==> src/rtl/qsl_pkg.sv <==
package qsl_pkg;
   localparam int BYTE_W = 8;

   typedef enum logic [2:0] {
      ST_IDLE, ST_ADDR, ST_ACK, ST_PTR, ST_WDATA, ST_RDATA, ST_MACK, ST_WAIT
   } qsl_state_e;

   typedef enum logic [1:0] {
      NX_PTR, NX_WDATA, NX_RDATA, NX_WAIT
   } qsl_next_e;
endpackage

==> src/rtl/qsl_line_mon.sv <==
module qsl_line_mon (
   input  logic clk,
   input  logic rst_n,
   input  logic scl_i,
   input  logic sda_i,
   output logic scl_rise,
   output logic scl_fall,
   output logic start_det,
   output logic stop_det
);
   logic scl_q, sda_q;

   always_ff @(posedge clk or negedge rst_n) begin
      if (!rst_n) begin
         scl_q <= 1'b1;
         sda_q <= 1'b1;
      end else begin
         scl_q <= scl_i;
         sda_q <= sda_i;
      end
   end

   assign scl_rise  = scl_i & ~scl_q;
   assign scl_fall  = ~scl_i & scl_q;
   assign start_det = scl_i & scl_q & sda_q & ~sda_i;
   assign stop_det  = scl_i & scl_q & ~sda_q & sda_i;
endmodule

==> src/rtl/qsl_meas_decode.sv <==
module qsl_meas_decode #(
   parameter int GRP_FIRST = 1,
   parameter int GRP_LAST  = 4,
   parameter int NIB_LO    = 9,
   parameter int NIB_HI    = 12
) (
   input  logic [7:0] addr,
   output logic       hit
);
   localparam int NGRP = GRP_LAST - GRP_FIRST + 1;

   if (GRP_LAST < GRP_FIRST || GRP_LAST > 15 || NIB_HI < NIB_LO || NIB_HI > 15) begin : g_bad
      $error("qsl_meas_decode: measurement window out of range");
   end

   logic            nib_ok;
   logic [NGRP-1:0] grp_hit;

   assign nib_ok = (addr[3:0] >= 4'(NIB_LO)) && (addr[3:0] <= 4'(NIB_HI));

   for (genvar g = 0; g < NGRP; g++) begin : g_grp
      assign grp_hit[g] = nib_ok && (addr[7:4] == 4'(GRP_FIRST + g));
   end

   assign hit = |grp_hit;
endmodule

==> src/rtl/i2c_quad_regslave.sv <==
module i2c_quad_regslave #(
   parameter int                      ADDR_FIXED_W   = 2,
   parameter logic [ADDR_FIXED_W-1:0] ADDR_FIXED     = 2'b01,
   parameter int                      STRAP_W        = 4,
   parameter int                      MEAS_GRP_FIRST = 1,
   parameter int                      MEAS_GRP_LAST  = 4,
   parameter int                      MEAS_NIB_LO    = 9,
   parameter int                      MEAS_NIB_HI    = 12,
   parameter bit                      PROTECT_MEAS   = 1'b1
) (
   input  logic               clk,
   input  logic               rst_n,
   input  logic               scl_i,
   input  logic               sda_i,
   input  logic [STRAP_W-1:0] addr_strap,
   input  logic               pair_mode,
   output logic               sda_pull,
   output logic               reg_bank,
   output logic [7:0]         reg_addr,
   output logic               reg_wr,
   output logic [7:0]         reg_wdata,
   input  logic [15:0]        reg_rdata,
   output logic               meas_warn
);
   import qsl_pkg::*;

   localparam int CNT_W = $clog2(BYTE_W + 1);

   if (ADDR_FIXED_W + STRAP_W != 6) begin : g_bad_addr
      $error("i2c_quad_regslave: fixed + strap bits must total 6");
   end

   logic scl_rise, scl_fall, start_det, stop_det;
   logic ptr_meas, wr_block;

   qsl_line_mon u_mon (
      .clk(clk), .rst_n(rst_n), .scl_i(scl_i), .sda_i(sda_i),
      .scl_rise(scl_rise), .scl_fall(scl_fall),
      .start_det(start_det), .stop_det(stop_det)
   );

   qsl_meas_decode #(
      .GRP_FIRST(MEAS_GRP_FIRST), .GRP_LAST(MEAS_GRP_LAST),
      .NIB_LO(MEAS_NIB_LO), .NIB_HI(MEAS_NIB_HI)
   ) u_dec (
      .addr(reg_addr), .hit(ptr_meas)
   );

   if (PROTECT_MEAS) begin : g_ro
      assign wr_block = ptr_meas;
   end else begin : g_rw
      assign wr_block = 1'b0;
   end

   qsl_state_e        state;
   qsl_next_e         nxt;
   logic [BYTE_W-2:0] rx_sh;
   logic [BYTE_W-1:0] rx_byte;
   logic [BYTE_W-1:0] tx_sh;
   logic [BYTE_W-1:0] hi_shadow;
   logic [CNT_W-1:0]  bit_cnt;
   logic              ack_on, wide, byte_idx, mack_more;
   logic              addr_hit;

   assign rx_byte  = {rx_sh, sda_i};
   assign addr_hit = (rx_byte[BYTE_W-1 -: ADDR_FIXED_W] == ADDR_FIXED)
                  && (rx_byte[2 +: STRAP_W] == addr_strap);

   always_ff @(posedge clk or negedge rst_n) begin
      if (!rst_n) begin
         state     <= ST_IDLE;
         nxt       <= NX_WAIT;
         rx_sh     <= '0;
         tx_sh     <= '0;
         hi_shadow <= '0;
         bit_cnt   <= '0;
         ack_on    <= 1'b0;
         wide      <= 1'b0;
         byte_idx  <= 1'b0;
         mack_more <= 1'b0;
         sda_pull  <= 1'b0;
         reg_bank  <= 1'b0;
         reg_addr  <= '0;
         reg_wr    <= 1'b0;
         reg_wdata <= '0;
         meas_warn <= 1'b0;
      end else begin
         reg_wr    <= 1'b0;
         meas_warn <= 1'b0;
         if (start_det) begin
            state    <= ST_ADDR;
            bit_cnt  <= '0;
            sda_pull <= 1'b0;
            ack_on   <= 1'b0;
         end else if (stop_det) begin
            state    <= ST_IDLE;
            bit_cnt  <= '0;
            sda_pull <= 1'b0;
            ack_on   <= 1'b0;
         end else begin
            unique case (state)
               ST_ADDR, ST_PTR, ST_WDATA: begin
                  if (scl_rise) begin
                     rx_sh <= rx_byte[BYTE_W-2:0];
                     if (bit_cnt == CNT_W'(BYTE_W - 1)) begin
                        bit_cnt <= '0;
                        if (state == ST_ADDR) begin
                           if (addr_hit && (!rx_byte[0] || !pair_mode || ptr_meas)) begin
                              reg_bank <= rx_byte[1];
                              wide     <= pair_mode & rx_byte[0];
                              nxt      <= rx_byte[0] ? NX_RDATA : NX_PTR;
                              state    <= ST_ACK;
                           end else begin
                              state <= ST_WAIT;
                           end
                        end else if (state == ST_PTR) begin
                           reg_addr <= rx_byte;
                           nxt      <= NX_WDATA;
                           state    <= ST_ACK;
                        end else begin
                           reg_wdata <= rx_byte;
                           reg_wr    <= ~wr_block;
                           nxt       <= NX_WAIT;
                           state     <= ST_ACK;
                        end
                     end else begin
                        bit_cnt <= bit_cnt + 1'b1;
                     end
                  end
               end
               ST_ACK: begin
                  if (scl_fall) begin
                     if (!ack_on) begin
                        sda_pull <= 1'b1;
                        ack_on   <= 1'b1;
                     end else begin
                        ack_on  <= 1'b0;
                        bit_cnt <= '0;
                        unique case (nxt)
                           NX_PTR:   begin state <= ST_PTR;   sda_pull <= 1'b0; end
                           NX_WDATA: begin state <= ST_WDATA; sda_pull <= 1'b0; end
                           NX_WAIT:  begin state <= ST_WAIT;  sda_pull <= 1'b0; end
                           NX_RDATA: begin
                              tx_sh     <= reg_rdata[BYTE_W-1:0];
                              hi_shadow <= reg_rdata[2*BYTE_W-1:BYTE_W];
                              sda_pull  <= ~reg_rdata[BYTE_W-1];
                              byte_idx  <= 1'b0;
                              meas_warn <= ~wide & ptr_meas;
                              state     <= ST_RDATA;
                           end
                           default: state <= ST_WAIT;
                        endcase
                     end
                  end
               end
               ST_RDATA: begin
                  if (scl_rise) begin
                     bit_cnt <= bit_cnt + 1'b1;
                  end else if (scl_fall) begin
                     if (bit_cnt == CNT_W'(BYTE_W)) begin
                        sda_pull <= 1'b0;
                        bit_cnt  <= '0;
                        state    <= ST_MACK;
                     end else begin
                        tx_sh    <= tx_sh << 1;
                        sda_pull <= ~tx_sh[BYTE_W-2];
                     end
                  end
               end
               ST_MACK: begin
                  if (scl_rise) begin
                     mack_more <= ~sda_i & wide & ~byte_idx;
                  end else if (scl_fall) begin
                     mack_more <= 1'b0;
                     if (mack_more) begin
                        tx_sh    <= hi_shadow;
                        sda_pull <= ~hi_shadow[BYTE_W-1];
                        byte_idx <= 1'b1;
                        state    <= ST_RDATA;
                     end else begin
                        state <= ST_WAIT;
                     end
                  end
               end
               default: ;
            endcase
         end
      end
   end
endmodule

==> config.mk <==
export PLATFORM = sky130hd
export DESIGN_NAME = i2c_quad_regslave
export DESIGN_NICKNAME = d
export VERILOG_FILES = /design/src/rtl/qsl_pkg.sv /design/src/rtl/qsl_line_mon.sv /design/src/rtl/qsl_meas_decode.sv /design/src/rtl/i2c_quad_regslave.sv
export SDC_FILE = /design/constraint.sdc
export NUM_CORES = 1
export LEC_CHECK = 0
export BUFFER_PORTS_ARGS = -buffer_cell sky130_fd_sc_hd__buf_2
export CAP_MARGIN = 20
export CORE_ASPECT_RATIO = 1.25
export CORE_MARGIN = 2
export CORE_UTILIZATION = 52
export DETAILED_ROUTE_END_ITERATION = 8
export PLACE_DENSITY_LB_ADDON = 0.2
export SLEW_MARGIN = 20
export SYNTH_ARGS = -nofsm -noshare
export SYNTH_HDL_FRONTEND = slang
export SYNTH_SLANG_ARGS = --single-unit
==> constraint.sdc <==
create_clock -name clk -period 2 [get_ports clk]
set_input_delay 0 -clock clk [delete_from_list [all_inputs] [get_ports clk]]
set_output_delay 0 -clock clk [all_outputs]
set_load 0.02 [all_outputs]
==> summary.txt, run 1 <==
Status
  – Status: finished, violations left
  – Failing checks: negative setup slack

Power and ir drop
  – P per Cell Area: 1270 nW/um2
  – Comb pwr share: 43.4%
  – Pleak: 0.00204 uW
  – Cell Int Power: 3450 uW
  – Peak VDD IR: 0.775 mV
  – Sw Pwr: 1990 uW
  – Seq pwr share: 33.8%
  – Sw Share: 36.6%
  – Clock network power share: 22.8%

Timing
  – RSZ-0062 raised after global routing: yes
  – Slew headroom: 60.0%
  – Period minus WS final: 2.05 ns
  – Fin. Hold Viols: 0
  – Setup violations, final: 2
  – Post-route setup TNS: -0.0992 ns
  – Final WS setup: -0.0519 ns
  – Hold_ws: 0.0303 ns
  – Top achievable clock speed: 0.487 GHz
  – Tightest Pin Transition: 0.600 ns
  – Skew final: 0.00946 ns
  – Final worst path period share: 103%
  – Pins Over Slew Limit: 0

Floorplan
  – Die Wd: 73.1 um
  – Rows: 31
  – Core area: 5780 um2
  – DIE HEIGHT: 90.4 um
  – Initial Util: 53.7%
  – Die ar.: 6610 um2
  – Num ports: 45

CTS
  – Sink Count: 57
  – Worst-path clk slew: 0.07 ns
  – Cts bufs inserted: 9
  – Clock buffer depth: 2
  – CTS tree: built
  – Root buffer cell: clkbuf_8
  – H-tree depth: 3
  – Clock Latency Late Sink: 0.34 ns

Logic synthesis
  – Post-synth cell types: 54
  – Ys async rst share: 100%
  – Synth Net Count: 328
  – Top post-synthesis cells by area: dfrtp_1 (43%), mux2_2 (15%), dfstp_2 (3.4%), ha_1 (3.2%), a21oi_1 (3.1%)
  – Ys flop type: dfrtp_1
  – Synth Register Bits: 57
  – Avg Cell Area, Syn: 10.5 um2
  – Top-area cell type share of the netlist area: 42.7%
  – EDFF count, synth: 0
  – Cells after synthesis: 295
  – Seq/Total Area, Yosys: 46.1%
  – Area of the mapped netlist: 3100 um2
  – Synth Warn #: 0
  – Leading area contributor after synthesis: dfrtp_1

Final layout
  – Core Util, Final: 73.8%
  – Share of layout cells above drive strength 1: 45.6%
  – # fillers: 419
  – Antenna fix cells: 0
  – Synth-to-Final Area Change: 37.5%
  – Post-route cell area: 4270 um2
  – Layout Nets: 429

Critical path
  – CP Class: reg2reg
  – End of the critical path: nxt[1]
  – Reg2reg setup slack: -0.05 ns
  – CP required: 2.27 ns
  – Worst Setup SP: reg_addr[0]
  – Reg2reg end: nxt[1]
  – CP Capture Type: register
  – Crit start category: register
  – R2R depth: 6
  – Arr. time, crit path: 2.32 ns
  – Worst reg2reg path startpoint: reg_addr[0]
  – Critical Path Fanout Max: 4

Route
  – WL per Instance: 17.2 um
  – Remaining DRCs: 0
  – First drt pass iteration count: 5
  – Drt via density: 5.65
  – Remaining antenna violation count: 0
  – Iter 0 DRT Violations: 219
  – Final WL: 8010 um
  – Vias: 2,639

GRT
  – GRT Util Overall: 24.8%
  – Largest net degree at the start of global routing: 26
  – Global-route wire length before repair: 12,700 um
  – Vias in the first global route: 2,730
  – Total gr overflow: 0
  – Initial antenna violation count: 0

Worst hold path
  – WHS Path Cells: 4
  – Type of the most critical hold path: in2reg

Job
  – MaxCap Viol Count: 0

Place
  – Final HPWL DP: 5550 um
  – # port buffers: 44
  – DP Worst Slack: -0.0967 ns
  – Routability cong.: 0.940
  – Placed cell areas: 3660 um2
worst min-delay path by stage:
stage	start	slack, ns	end
floorplan	rst_n	-0.30	ack_on
finish	reg_rdata[0]	0.03	tx_sh[0]
detailed placement	rst_n	0.03	hi_shadow[4]
global placement	rst_n	0.02	hi_shadow[4]
global route	reg_rdata[0]	0.06	tx_sh[0]
CTS	reg_rdata[0]	0.02	tx_sh[0]
through the flow:
step	instances	power, uW
floorplan	295	3120
global placement	430	3870
detailed placement	430	3930
CTS	460	5230
global route	467	5750
finish	467	5440
cell usage in the layout, fill, tap and decap left out, drive strengths merged, types with 5 or more instances in the layout:
cell,n
nand2,18
dfrtp,53
a21oi,19
clkbuf,11
o21ai,14
buf,92
ha,8
mux2,42
nand3b,5
dlygate4sd3,12
nor2b,11
nand2b,6
o22ai,8
inv,12
nand3,8
nor2,20
routing by layer:
metal	GRT usage, %	up-vias	part of all wire [%]
li1	-	1263	-
met1	29.1	1283	41
met2	41.2	75	53
met3	6.47	18	3.7
met4	11.9	0	2.9
met5	0	-	0
timing repair:
action,in CTS,in global routing
gates cloned,0,1
endpoints found under the setup margin,25,36
setup buffers,2,7
hold endpoints to repair,32,0
hold buffers,12,0
gates resized for setup,8,35
pin swaps,2,7
state kept, by name (all words and copies together) (netlist names):
| name | cells |
|---|---|
| mack_more | 1 |
| reg_addr | 8 |
| tx_sh | 7 |
| sda_pull | 1 |
| u_mon.sda_q | 1 |
| reg_wr | 1 |
| rx_sh | 7 |
| nxt | 2 |
| bit_cnt | 4 |
| ack_on | 1 |
| wide | 1 |
| reg_wdata | 8 |
| state | 3 |
| u_mon.scl_q | 1 |
| meas_warn | 1 |
| byte_idx | 1 |
| hi_shadow | 8 |
| reg_bank | 1 |
worst max-delay path, cell delays in order, from the launching register on:
cell and delay, ns:
dfrtp_2 0.41, or3b_4 0.41, a2111oi_4 0.39, o2111ai_2 0.15
buf_4 0.18, mux2_4 0.29, o221ai_2 0.15
synth_stat cells, types with 2 or more instances:
library cell	instances
nor4bb_1	2
xor2_1	4
a221o_1	2
a31oi_1	3
buf_6	2
inv_1	12
and2_1	2
ha_1	8
nor2b_1	11
nor3_1	2
and3_1	4
dfstp_2	4
nor3b_1	2
clkbuf_1	8
dfrtp_1	53
o21ai_1	2
nand2_1	18
nor4_1	3
o22ai_1	8
o21ai_0	12
nand4_1	4
nor2_1	19
buf_1	3
a21oi_1	19
mux2_2	40
nand3_1	8
o22a_1	2
nand2b_1	6
nand3b_1	5
o221ai_1	3
cell type report:
class	count	area (um2)	area share, %
multi-input combinational	212	1730	40.4
sequential	57	1440	33.7
timing repair buffer	104	749	17.6
clock buffer	11	151	3.55
tap	66	82.6	1.93
clock inverter	5	77.6	1.82
inverter	12	45.0	1.06
logic make-up after synthesis:
kind of cell | after synthesis | synth area share [%]
flip-flops | 57 | 46.1
adder cells (fa/ha/maj) | 8 | 3.22
AND/OR/NAND/NOR | 95 | 16.7
multiplexers | 43 | 15.7
AO/OA/AOI/OAI | 61 | 13.2
buffers and inverters | 26 | 3.67
XOR/XNOR | 5 | 1.41
power by group through the flow:
stage	Clock (uW)	Sequential (uW)	Combinational, uW
after global placement	0	1810	2060
after detailed placement	0	1820	2110
final	1240	1840	2360
after floorplan	0	1790	1330
after global routing	1300	1890	2560
after CTS	1260	1810	2150
Note: power is estimated with default switching activity, not from simulation.
==> inputs of run 2 (changes only) <==
- ABC_AREA: default -> 1
- CORE_UTILIZATION: 52 -> 51
==> summary.txt, run 2 <==
Logic synthesis
  – Ys flop type: dfrtp_1
  – Leading area contributor after synthesis: dfrtp_1
  – Top post-synthesis cells by area: dfrtp_1 (43%), nand2_1 (12%), o21ai_0 (3.9%), inv_1 (3.9%), dfstp_2 (3.4%)
  – Top-area cell type share of the netlist area: 42.9% (+0.14 points)
  – Seq/Total Area, Yosys: 46.3% (+0.15 points)
  – Avg Cell Area, Syn: 8.39 um2 (-20%)
  – Cells after synthesis: 369 (+25%)
  – Count leader, synth: nand2_1
  – Post-synth top cells: nand2_1 (100), dfrtp_1 (53), inv_1 (32), o21ai_0 (24), nor2_1 (22)
  – Synth Warn #: 0 (unchanged)
  – Area of the mapped netlist: 3090 um2 (-0.32%)
  – Synth Net Count: 402 (+23%)
  – Ys async rst share: 100% (unchanged)
  – Post-synth cell types: 39 (-28%)
  – Synth Register Bits: 57 (unchanged)
  – EDFF count, synth: 0 (unchanged)

Timing
  – Period minus WS final: 1.85 ns (-0.203 ns)
  – Skew final: 0.00968 ns (+0.000223 ns)
  – Setup violations, final: 0 (-2)
  – Top achievable clock speed: 0.541 GHz (+11%)
  – Post-route setup TNS: 0 ns (+0.0992 ns)
  – RSZ-0062 raised after global routing: no
  – Pins Over Slew Limit: 0 (unchanged)
  – Final worst path period share: 92.4% (-10 points)
  – Slew headroom: 56.6% (-3.4 points)
  – Final WS setup: 0.151 ns (+0.203 ns)
  – Tightest Pin Transition: 0.651 ns (+0.0515 ns)
  – Fin. Hold Viols: 0 (unchanged)

Power and ir drop
  – Pleak: 0.00192 uW (-5.8%)
  – Sw Pwr: 1860 uW (-6.5%)
  – P per Cell Area: 1220 nW/um2 (-4.6%)
  – Comb pwr share: 36.7% (-6.7 points)
  – Seq pwr share: 34.2% (+0.4 points)
  – Clock network power share: 29.1% (+6.3 points)
  – Peak VDD IR: 0.722 mV (-6.8%)
  – Sw Share: 39.3% (+2.8 points)
  – Cell Int Power: 2870 uW (-17%)

Place
  – DP Worst Slack: 0.128 ns (+0.225 ns)
  – Routability cong.: 0.891 (-5.2%)
  – # port buffers: 44 (unchanged)
  – Final HPWL DP: 5270 um (-5.0%)

Route
  – Remaining antenna violation count: 0 (unchanged)
  – WL per Instance: 14.4 um (-16%)
  – Iter 0 DRT Violations: 182 (-17%)
  – First drt pass iteration count: 4 (-1)
  – Vias: 2,762 (+4.7%)
  – Drt via density: 5.32 (-5.8%)
  – Final WL: 7470 um (-6.9%)
  – Remaining DRCs: 0 (unchanged)

GRT
  – Global-route wire length before repair: 12,600 um (-0.60%)
  – Initial antenna violation count: 0 (unchanged)
  – Largest net degree at the start of global routing: 29 (+12%)
  – Total gr overflow: 0 (unchanged)
  – GRT Util Overall: 24.4% (-0.45 points)
  – Vias in the first global route: 2,683 (-1.7%)

Floorplan
  – Die Wd: 73.7 um (+0.77%)
  – Initial Util: 53.2% (-0.53 points)
  – Core area: 5820 um2 (+0.67%)
  – Die ar.: 6710 um2 (+1.6%)
  – Num ports: 45 (unchanged)
  – Rows: 31 (unchanged)
  – DIE HEIGHT: 91.1 um (+0.77%)

CTS
  – H-tree depth: 3 (unchanged)
  – Clock Latency Late Sink: 0.35 ns (about the same)
  – Sink Count: 57 (unchanged)
  – Root buffer cell: clkbuf_8
  – Worst-path clk slew: 0.08 ns (about the same)
  – Cts bufs inserted: 9 (unchanged)
  – CTS tree: built
  – Clock buffer depth: 2 (unchanged)

Worst hold path
  – Hold Path Origin: reg_rdata[0]
  – WHS Path Cells: 4 (unchanged)
  – Endpoint, Worst Hold: tx_sh[0]
  – Type of the most critical hold path: in2reg

Final layout
  – Antenna fix cells: 0 (unchanged)
  – Most common library cell in the layout ignoring fill and taps: nand2_1
  – Synth-to-Final Area Change: 25.7%
  – Reg area: 1430 um2 (-0.35%)
  – Share of layout cells above drive strength 1: 26.3% (-19 points)
  – # fillers: 489 (+17%)
  – Largest registers: hi_shadow x8, reg_addr x8, reg_wdata x8
  – Most frequent cells in the layout: nand2_1 (100), dfrtp_1 (53), buf_2 (44)
  – Layout Nets: 481 (+12%)
  – Footprint of the multi-input gates: 1470 um2 (-15%)

Critical path
  – Arr. time, crit path: 2.09 ns (-0.23 ns)
  – CP required: 2.24 ns (-0.03 ns)
  – CP Capture Type: register
  – Worst-path cell chain: inv_1 -> ha_1 -> clkinv_1 -> nor3_4 -> nand4_4 -> buf_4 -> nand2_1 -> o21ai_2
  – Slowest library cell on the worst path: dfstp_2
  – R2R depth: 8 (+2)
  – CP top delay family: simple AND/OR/NAND/NOR gates
  – CP Class: reg2reg
  – Slowest stage delay, CP: 0.38 ns (-0.03 ns)
  – Reg2reg end: reg_wdata[5]
  – Crit start category: register
  – Reg2reg setup slack: 0.15 ns (+0.20 ns)
  – Worst reg2reg path startpoint: u_mon.scl_q
  – CP Buf/Inv Count: 3 (+2)
  – Critical Path Fanout Max: 17 (+13)

Job
  – MaxCap Viol Count: 0 (unchanged)

Status
  – Status: finished clean
==> run 2: stage by stage <==
| stage | util, % | hold slack (ns) | instances | cell area [um2] | total power, uW |
|---|---|---|---|---|---|
| 2_1_floorplan | - | -0.296 | 369 | 3090 | 2830 |
| 3_3_place_gp | 59.1 | 0.0605 | 485 | 3440 | 3240 |
| 5_1_grt | 66.9 | 0.0507 | 519 | 3890 | 5070 |
| 4_1_cts | 66.5 | 0.0398 | 519 | 3870 | 4700 |
| 6_report | 66.9 | 0.0403 | 519 | 3890 | 4730 |
| 3_5_place_dp | 59.1 | 0.0685 | 485 | 3440 | 3280 |
==> run 2: power groups by stage <==
| stage | registers [uW] | logic [uW] | clock network, uW |
|---|---|---|---|
| floorplan | 1630 | 1210 | 0 |
| global placement | 1630 | 1620 | 0 |
| detailed placement | 1640 | 1650 | 0 |
| CTS | 1610 | 1690 | 1400 |
| global route | 1650 | 1980 | 1440 |
| finish | 1620 | 1740 | 1370 |
==> run 2: cells by family (layout without fill, tap and decap cells) <==
logic type | Yosys count | in the layout | share of synthesized area (%)
fa+ha+maj | 8 | 8 | 3.24
simple gates | 177 | 177 | 26.9
flops | 57 | 57 | 46.3
compound gates | 79 | 79 | 16.5
buf+inv | 47 | 131 | 6.79
xor+xnor | 1 | 1 | 0.283
==> run 2: what timing repair did <==
item | 4_1_cts | 5_1_grt
gates resized for setup | 0 | 3
setup endpoints to repair | 0 | 10
hold buffers | 18 | 0
setup buffers | 0 | 0
hold endpoints to repair | 39 | 0
==> run 2: per-layer routing <==
layer	up-vias	track usage (%)	part of all wire [%]
met5	-	0	0
met4	0	9.24	2.2
met3	17	5.88	3.1
met2	52	39.9	52
met1	1308	30.6	43
li1	1385	-	-
==> run 2: worst register-to-register path, cell delays in order (launching register included) <==
cell and delay [ns]:
dfstp_2 0.38, inv_1 0.06, ha_1 0.19, clkinv_1 0.22, nor3_4 0.38, nand4_4 0.10, buf_4 0.24, nand2_1 0.11
o21ai_2 0.05
==> run 2: cell type report <==
cell class,instances,area share (%)
clock inverter,7,3.28
timing repair buffer,75,12.8
inverter,40,3.99
sequential,57,36.8
multi-input combinational,265,37.8
tap,66,2.12
clock buffer,9,3.18
==> run 2: worst max path at each step <==
stage                     slack, ns  cells after the start   startpoint      endpoint
after floorplan                0.27                      8  u_mon.scl_q  reg_wdata[6]
after global placement         0.14                      7     state[2]      tx_sh[0]
after detailed placement       0.13                      8     state[2]      tx_sh[0]
after CTS                      0.12                      8     state[2]      tx_sh[0]
after global routing          0.002                      9  u_mon.scl_q      state[0]
final                          0.15                      8  u_mon.scl_q  reg_wdata[5]
